==> src/rtl/seedgen_regs.sv <==
module seedgen_regs #(
  parameter int          WORDS     = 5,
  parameter int          AW        = 9,
  parameter logic [31:0] TAPS      = 32'h8020_0003,
  parameter logic [31:0] ZERO_FILL = 32'h0000_0001
) (
  input  logic          clk,
  input  logic          rst_n,
  input  logic [AW-1:0] addr,
  input  logic          wr_en,
  input  logic [31:0]   wr_data,
  input  logic          rd_en,
  output logic [31:0]   rd_data
);
  localparam int IW = $clog2(WORDS);
  localparam logic [AW-1:0] A_CTRL = AW'('h000);
  localparam logic [AW-1:0] A_STAT = AW'('h010);
  localparam logic [AW-1:0] A_SEED = AW'('h140);
  localparam logic [AW-1:0] A_OUT  = AW'('h160);

  logic [31:0]      ctrl_q;
  logic [31:0]      seed_q  [WORDS];
  logic [31:0]      stage_q [WORDS];
  logic [31:0]      out_q   [WORDS];
  logic [31:0]      lfsr_q;
  logic [WORDS-1:0] mask_q;
  logic             seed_done_q;
  logic             busy_q;
  logic [2:0]       flag_q;
  logic [IW-1:0]    step_q;

  logic [AW-1:0] seed_off, out_off;
  logic          seed_hit, out_hit;
  logic [IW-1:0] seed_idx, out_idx;

  assign seed_off = addr - A_SEED;
  assign out_off  = addr - A_OUT;
  assign seed_hit = (addr[1:0] == 2'b00) && (addr >= A_SEED) && (int'(seed_off) < 4 * WORDS);
  assign out_hit  = (addr[1:0] == 2'b00) && (addr >= A_OUT) && (int'(out_off) < 4 * WORDS);
  assign seed_idx = seed_off[IW+1:2];
  assign out_idx  = out_off[IW+1:2];

  function automatic logic [31:0] lfsr_step(input logic [31:0] s);
    return (s >> 1) ^ (s[0] ? TAPS : 32'h0);
  endfunction

  logic [31:0] seed_xor;
  always_comb begin
    seed_xor = '0;
    for (int i = 0; i < WORDS; i++) seed_xor = seed_xor ^ seed_q[i];
  end

  logic [31:0] lfsr_nx;
  assign lfsr_nx = lfsr_step(lfsr_q);

  logic wr_ctrl, wr_stat, wr_seed, go;
  assign wr_ctrl = wr_en && (addr == A_CTRL);
  assign wr_stat = wr_en && (addr == A_STAT);
  assign wr_seed = wr_en && seed_hit;
  assign go      = wr_ctrl && !busy_q && seed_done_q && wr_data[3] && wr_data[4];

  logic [WORDS-1:0] seed_bit;
  assign seed_bit = wr_seed ? (WORDS'(1) << seed_idx) : '0;

  logic [31:0] status_word;
  assign status_word = {24'h0, 2'b00, flag_q, busy_q, seed_done_q, 1'b1};

  logic [31:0] rd_mux;
  always_comb begin
    rd_mux = '0;
    if (addr == A_CTRL)      rd_mux = ctrl_q;
    else if (addr == A_STAT) rd_mux = status_word;
    else if (out_hit)        rd_mux = out_q[out_idx];
  end

  always_ff @(posedge clk or negedge rst_n) begin
    if (!rst_n) begin
      ctrl_q      <= '0;
      lfsr_q      <= '0;
      mask_q      <= '0;
      seed_done_q <= 1'b0;
      busy_q      <= 1'b0;
      flag_q      <= '0;
      step_q      <= '0;
      rd_data     <= '0;
      for (int i = 0; i < WORDS; i++) begin
        seed_q[i]  <= '0;
        stage_q[i] <= '0;
        out_q[i]   <= '0;
      end
    end else begin
      if (rd_en) rd_data <= rd_mux;
      if (wr_ctrl) ctrl_q <= wr_data & ~32'h10;
      if (wr_stat) flag_q <= wr_data[5:3];
      if (wr_seed) begin
        seed_q[seed_idx] <= wr_data;
        mask_q           <= mask_q | seed_bit;
        seed_done_q      <= &(mask_q | seed_bit);
      end
      if (go) begin
        lfsr_q <= (seed_xor == '0) ? ZERO_FILL : seed_xor;
        busy_q <= 1'b1;
        step_q <= '0;
      end
      if (busy_q) begin
        lfsr_q          <= lfsr_nx;
        stage_q[step_q] <= lfsr_nx;
        step_q          <= step_q + 1'b1;
        if (step_q == IW'(WORDS - 1)) begin
          busy_q    <= 1'b0;
          flag_q[2] <= 1'b1;
          for (int i = 0; i < WORDS - 1; i++) out_q[i] <= stage_q[i];
          out_q[WORDS-1] <= lfsr_nx;
        end
      end
    end
  end
endmodule

==> config.mk <==
export PLATFORM = sky130hd
export DESIGN_NAME = seedgen_regs
export DESIGN_NICKNAME = d
export VERILOG_FILES = /design/src/rtl/seedgen_regs.sv
export SDC_FILE = /design/constraint.sdc
export NUM_CORES = 1
export LEC_CHECK = 0
export BUFFER_PORTS_ARGS = -buffer_cell sky130_fd_sc_hd__buf_2
export CAP_MARGIN = 20
export CORE_MARGIN = 2
export CORE_UTILIZATION = 33
export DETAILED_ROUTE_END_ITERATION = 6
export PLACE_DENSITY = 0.56
export SYNTH_ARGS = -nofsm -noshare
export SYNTH_HDL_FRONTEND = slang
export SYNTH_SLANG_ARGS = --single-unit
==> constraint.sdc <==
create_clock -name clk -period 2 [get_ports clk]
set_input_delay 0.1 -clock clk [delete_from_list [all_inputs] [get_ports clk]]
set_output_delay 0.1 -clock clk [all_outputs]
set_load 0.02 [all_outputs]
== After elaboration in Yosys (flattened, before gate mapping) ==
Index checks and enable logic that the tools add are counted.
Word-level totals
  register bits after elaboration: 588
  bits of input ports: 45
  output and inout port bits: 32
  logic and storage cells: 93
Cells by class
  add/subtract/negate cells: 3
  order comparisons: 9
  equality and inequality tests: 2
  shift-type cells: 1
  multiplexer cells: 25
  bitwise operators: 9
  reductions and logical operators: 20
Operators with widths (number)
  2-to-1 mux 32 bit: 11
  bitwise mux 160 bit: 2
  demux 32 bit (select 3 bit): 2
  bitwise XOR 32 bit: 4
  binary-select mux 32 bit (select 3 bit): 1
  zero test 32 bit: 1
  bitwise XOR 31 x 32 -> 32 bit: 1
  >= comparator 9 bit (second input constant): 2
  < comparator 9 x 5 -> 1 bit (second input constant): 2
  subtractor 9 bit (second input constant): 2
  logical AND 1 bit: 13
  >= comparator 4 bit (second input constant): 3
  NOT 3 -> 4 bit: 3
  equality test 9 x 5 -> 1 bit (second input constant): 1
  zero test 9 bit: 1
  2-to-1 mux 3 bit: 3
  < comparator 4 x 1 -> 1 bit (second input constant): 2
  2-to-1 mux 1 bit: 5
  2-to-1 mux 5 bit: 1
  OR 5 bit: 1
  AND reduction 5 bit: 1
  << shifter 1 x 3 -> 5 bit (first input constant): 1
  adder 3 x 1 -> 3 bit (second input constant): 1
  equality test 3 bit (second input constant): 1
  other kinds (4): 4

== Depth between registers and ports, before layout ==
  depth after elaboration: 9
  gate-level depth with buffers: 10
  mapped depth without buffers: 8

== Worst setup path after synthesis ==
No wires, ideal clock.
  kind: in2reg
  start point: in addr[7]
  end point: reg seed_q[100] (netlist bit)
  setup time: 125 ps
  arrival time: 1784 ps
  required time: 1875 ps
  slack: 91 ps
  stages on the path: 7
  path buffers: 1
  path through: inv_1 -> ha_1 -> and4bb_2 -> nand4_4 -> nor4b_4 -> buf_2 -> mux2_2
Between the ends
  longest elaborated chain between the ends: 4
  elaborated cells between the ends (all ways): 6
  classes of those cells: add/sub (1); order compare (2); reduce/logical (3)
RTL lines
  start: declaration: line 9  | input logic [AW-1:0] addr,
  subtractor 9 bit or >= comparator 9 bit (tied branches): line 36, 38
  < comparator 9 x 5 -> 1 bit or logical AND 1 bit (tied branches): line 38  | assign seed_hit = (addr[1:0] == 2'b00) && (addr >= A_SEED) && (int'(seed_off) < 4 * WORDS);
  logical AND 1 bit *: line 38
  logical AND 1 bit *: line 59  | assign wr_seed = wr_en && seed_hit;
  end signal: indexed assignment: line 96  | seed_q[seed_idx] <= wr_data;
  end: declaration: line 22  | logic [31:0] seed_q [WORDS];
Mark *: on every way between the ends. The rest lies on a longest branch, timed or not.
A chain may end at the register's enable or synchronous reset.

== Worst setup path in the final report ==
  start point: reg seed_q[113] (netlist bit)
  end point: reg lfsr_q[0]
Between the ends
  longest elaborated chain between the ends: 8
RTL lines
  bitwise XOR 32 bit (4 in series): line 50  | for (int i = 0; i < WORDS; i++) seed_xor = seed_xor ^ seed_q[i];
  zero test 32 bit: line 101  | lfsr_q <= (seed_xor == '0) ? ZERO_FILL : seed_xor;
  2-to-1 mux 32 bit: line 101
  2-to-1 mux 32 bit: line 100  | if (go) begin
  2-to-1 mux 32 bit: line 105  | if (busy_q) begin
  end signal: assignment: line 101
  end signal: assignment: line 106  | lfsr_q <= lfsr_nx;
  end: declaration: line 25  | logic [31:0] lfsr_q;
Every way passes these cells. The select of a mux whose other input is x is not followed.

==> results by group <==
Clock tree
  • Clk_lat worst skew: 610 ps
  • TritonCTS Buffers: 55
  • # H-tree levels: 2
  • CTS tree: built
  • Clock transition at path regs: 60 ps
  • Root buffer selected by CTS: clkbuf_16
  • CTS sink count: around 560
  • Clk buf depth: 3

Placement
  • DP HPWL: 39770 um
  • Placed Area: 0.02660 mm2
  • I/O Buffers: 76
  • Placed Cells: 2778
  • GP Congestion: between 0.8 and 0.9

Cells and area
  • Share of layout cells above drive strength 1: 0.4213
  • Design Area, Final: 0.02889 mm2
  • Net count, final: approximately 2000
  • Multi-input logic area: 0.009607 mm2
  • Fin cells: roughly 2900
  • Fillers: approximately 6700
  • Most common cell after layout, fill and taps aside: dfrtp_1
  • Area grow syn2layout: 20.94%
  • Diodes inserted: 0
  • Most frequent cells in the layout: 556 x dfrtp_1, 473 x mux2_2, 120 x buf_4
  • Sequential cell area: roughly 0.014 mm2

STA
  • Hold Slack: about 41 ps
  • Final setup fails: 0
  • RSZ-0062 raised after global routing: yes
  • Clock period minus worst slack: 1972 ps
  • Fmax: 507.2 MHz
  • Slew @ Worst Pin: 620.4 ps
  • Tcrit/Tclk final: 0.9858
  • Setup TNS: 0 ps
  • Final Hold Vio Count: 0
  • Skew final: 14.23 ps
  • Slew Limit Fails: 0
  • Slew headroom: 0.5864

Power and ir drop
  • Cell Int Power: 0.01822 W
  • Final Power: 0.02353 W
  • Sequential power share: 0.488
  • Gate power share: 0.066
  • Switching Share: 0.2256
  • PwrDens: 814.2 mW/mm2
  • Max IR drop VDD: approximately 0.00063 V
  • Clock network fraction of total power: 0.446
  • Pleak: 12.57 nW
  • Switching pwr: 0.005308 W

Worst hold path
  • Hold Startpoint: addr[8]
  • Hold depth: 5
  • Worst Hold Path EP: seed_done_q
  • Hold Path Class: input pin to flip-flop

Global route
  • First-pass GRT wire length: 93050 um
  • Grt ovf: 0
  • Gr usage total: 0.1608
  • Largest net degree at the start of global routing: 77
  • Vias in the first global route: 15170
  • Antenna violations before repair: 0

Die
  • Starting Density: 0.3336
  • Core Area: between 0.07 and 0.08 mm2
  • Chip width: ~270 um
  • I/O Pins: between 70 and 80
  • Die area: 0.07456 mm2
  • # rows: 98
  • Chip height: 273.1 um

Critical path
  • Crit path kind: flip-flop to flip-flop
  • Startpoint types: flip-flop
  • Worst path required time: between 2000 and 3000 ps
  • WP data arrival: 2500 ps
  • Worst setup EP type: flip-flop
  • Reg-to-Reg Start: seed_q[113]
  • Flop-to-flop setup slack: 30 ps
  • Reg2Reg Capture Point: lfsr_q[0]
  • FF-to-FF path depth: 6
  • Worst-path fanout max: 2

Detailed routing
  • DR iter-0 viols: between 700 and 800
  • TritonRoute pass-1 iters: 5
  • WL/cell: 20.24 um
  • Via density: between 4 and 5
  • Routed Antenna Nets: 0
  • Remaining DRCs: 0
  • Total number of vias: 14520
  • Routed wire length: 58950 um

Logic synthesis
  • Area contributors post-synth: dfrtp_1 58%, mux2_2 22%, xnor2_1 3.2%
  • Area leader, netlist: dfrtp_1
  • Avg Cell Area, Syn: ~14 um2
  • Async SR Flop Fraction: 1.000
  • Seq/Total Area, Yosys: 0.5824
  • Net Count, Synth: 1757
  • Gate Count Post-Synth: 1707
  • Synth top area share: 0.5824
  • Yosys warnings: 0
  • Post-Syn Area: 0.02389 mm2
  • Synth cell types: 55
  • Synth Flop Type: dfrtp_1
  • #FFs+latches synth: 556
  • EDFF count, synth: 0

Job
  • Max cap viols: 0

Run status
  • Status: completed
==> routing by layer <==
| metal | global-route usage | up-vias | part of all wire |
|---|---|---|---|
| met3 | 0.02109 | 84 | 0.033 |
| met5 | 0 | - | 0 |
| met1 | 0.2311 | 7657 | 0.48 |
| met2 | 0.2557 | 223 | 0.46 |
| met4 | 0.04357 | 0 | 0.023 |
| li1 | - | 6560 | - |
==> synthesized netlist by cell type (9+ instances only) <==
master,instances
dfrtp_1,556
mux2_2,473
xnor2_1,87
a21oi_1,76
clkbuf_1,62
nand2_1,62
nor2_1,54
nand3_1,38
o21ai_0,33
buf_2,27
xnor3_1,22
o211ai_1,20
a211oi_1,19
mux2i_1,15
and3_1,12
mux4_2,12
a221o_1,10
nor3_1,9
==> state kept, by name (all words and copies together), names as in the netlist <==
register	cells
out_q	160
seed_q	160
stage_q	128
lfsr_q	32
rd_data	32
ctrl_q	31
mask_q	5
flag_q	3
step_q	3
busy_q	1
seed_done_q	1
==> power by group through the flow <==
stage                     Clock, W  Combinational (W)  Sequential (W)
after floorplan                  0           0.000566          0.0117
after global placement           0            0.00146          0.0117
after detailed placement         0            0.00148          0.0117
after CTS                   0.0108            0.00159          0.0115
after global routing        0.0112            0.00170          0.0115
final                       0.0105            0.00156          0.0115
==> layout make-up <==
class	instances	area share
multi-input combinational	1037	0.3325
clock inverter	10	0.004417
timing repair buffer	265	0.08055
tap	950	0.04114
sequential	556	0.4816
inverter	8	0.001039
clock buffer	87	0.05881
==> critical path, cell delays in order (launching register included) <==
cell and delay [ps]:
dfrtp_1 370, xnor3_1 370, xnor2_1 320, nand4_1 210, nor4_4 320, nand4_1 140
a31oi_1 180
==> kinds of logic after synthesis <==
logic type | share of synthesized area
multiplexers | 0.2415
XOR/XNOR | 0.05263
buffers and inverters | 0.02168
AND/OR/NAND/NOR | 0.04583
AO/OA/AOI/OAI | 0.05337
adder cells (fa/ha/maj) | 0.002619
flip-flops | 0.5824
==> metrics by stage <==
stage / util / setup slack, ps
final: 0.4035 / 28.36
after global routing: 0.4035 / -73.53
after CTS: 0.4031 / 10.40
after detailed placement: 0.3715 / -258.4
after global placement: 0.3715 / -217.3
after floorplan: - / 91.27
==> what timing repair did <==
action                     4_1_cts  5_1_grt
pin swaps                        0        4
buffers inserted                 0        1
hold endpoints to repair       631        0
setup endpoints to repair        1        1
resized for setup                8        3
hold buffers                    37        0
==> worst max-delay path by stage <==
| stage | startpoint | endpoint | slack [ps] |
|---|---|---|---|
| finish | seed_q[113] | lfsr_q[0] | 30 |
| global route | seed_q[76] | lfsr_q[0] | -70 |
| CTS | seed_q[105] | lfsr_q[0] | 10 |
| detailed placement | addr[0] | rd_data[27] | -260 |
| global placement | addr[0] | rd_data[27] | -220 |
| floorplan | addr[7] | seed_q[100] | 90 |
No activity file was read; power rests on OpenSTA's default activity.
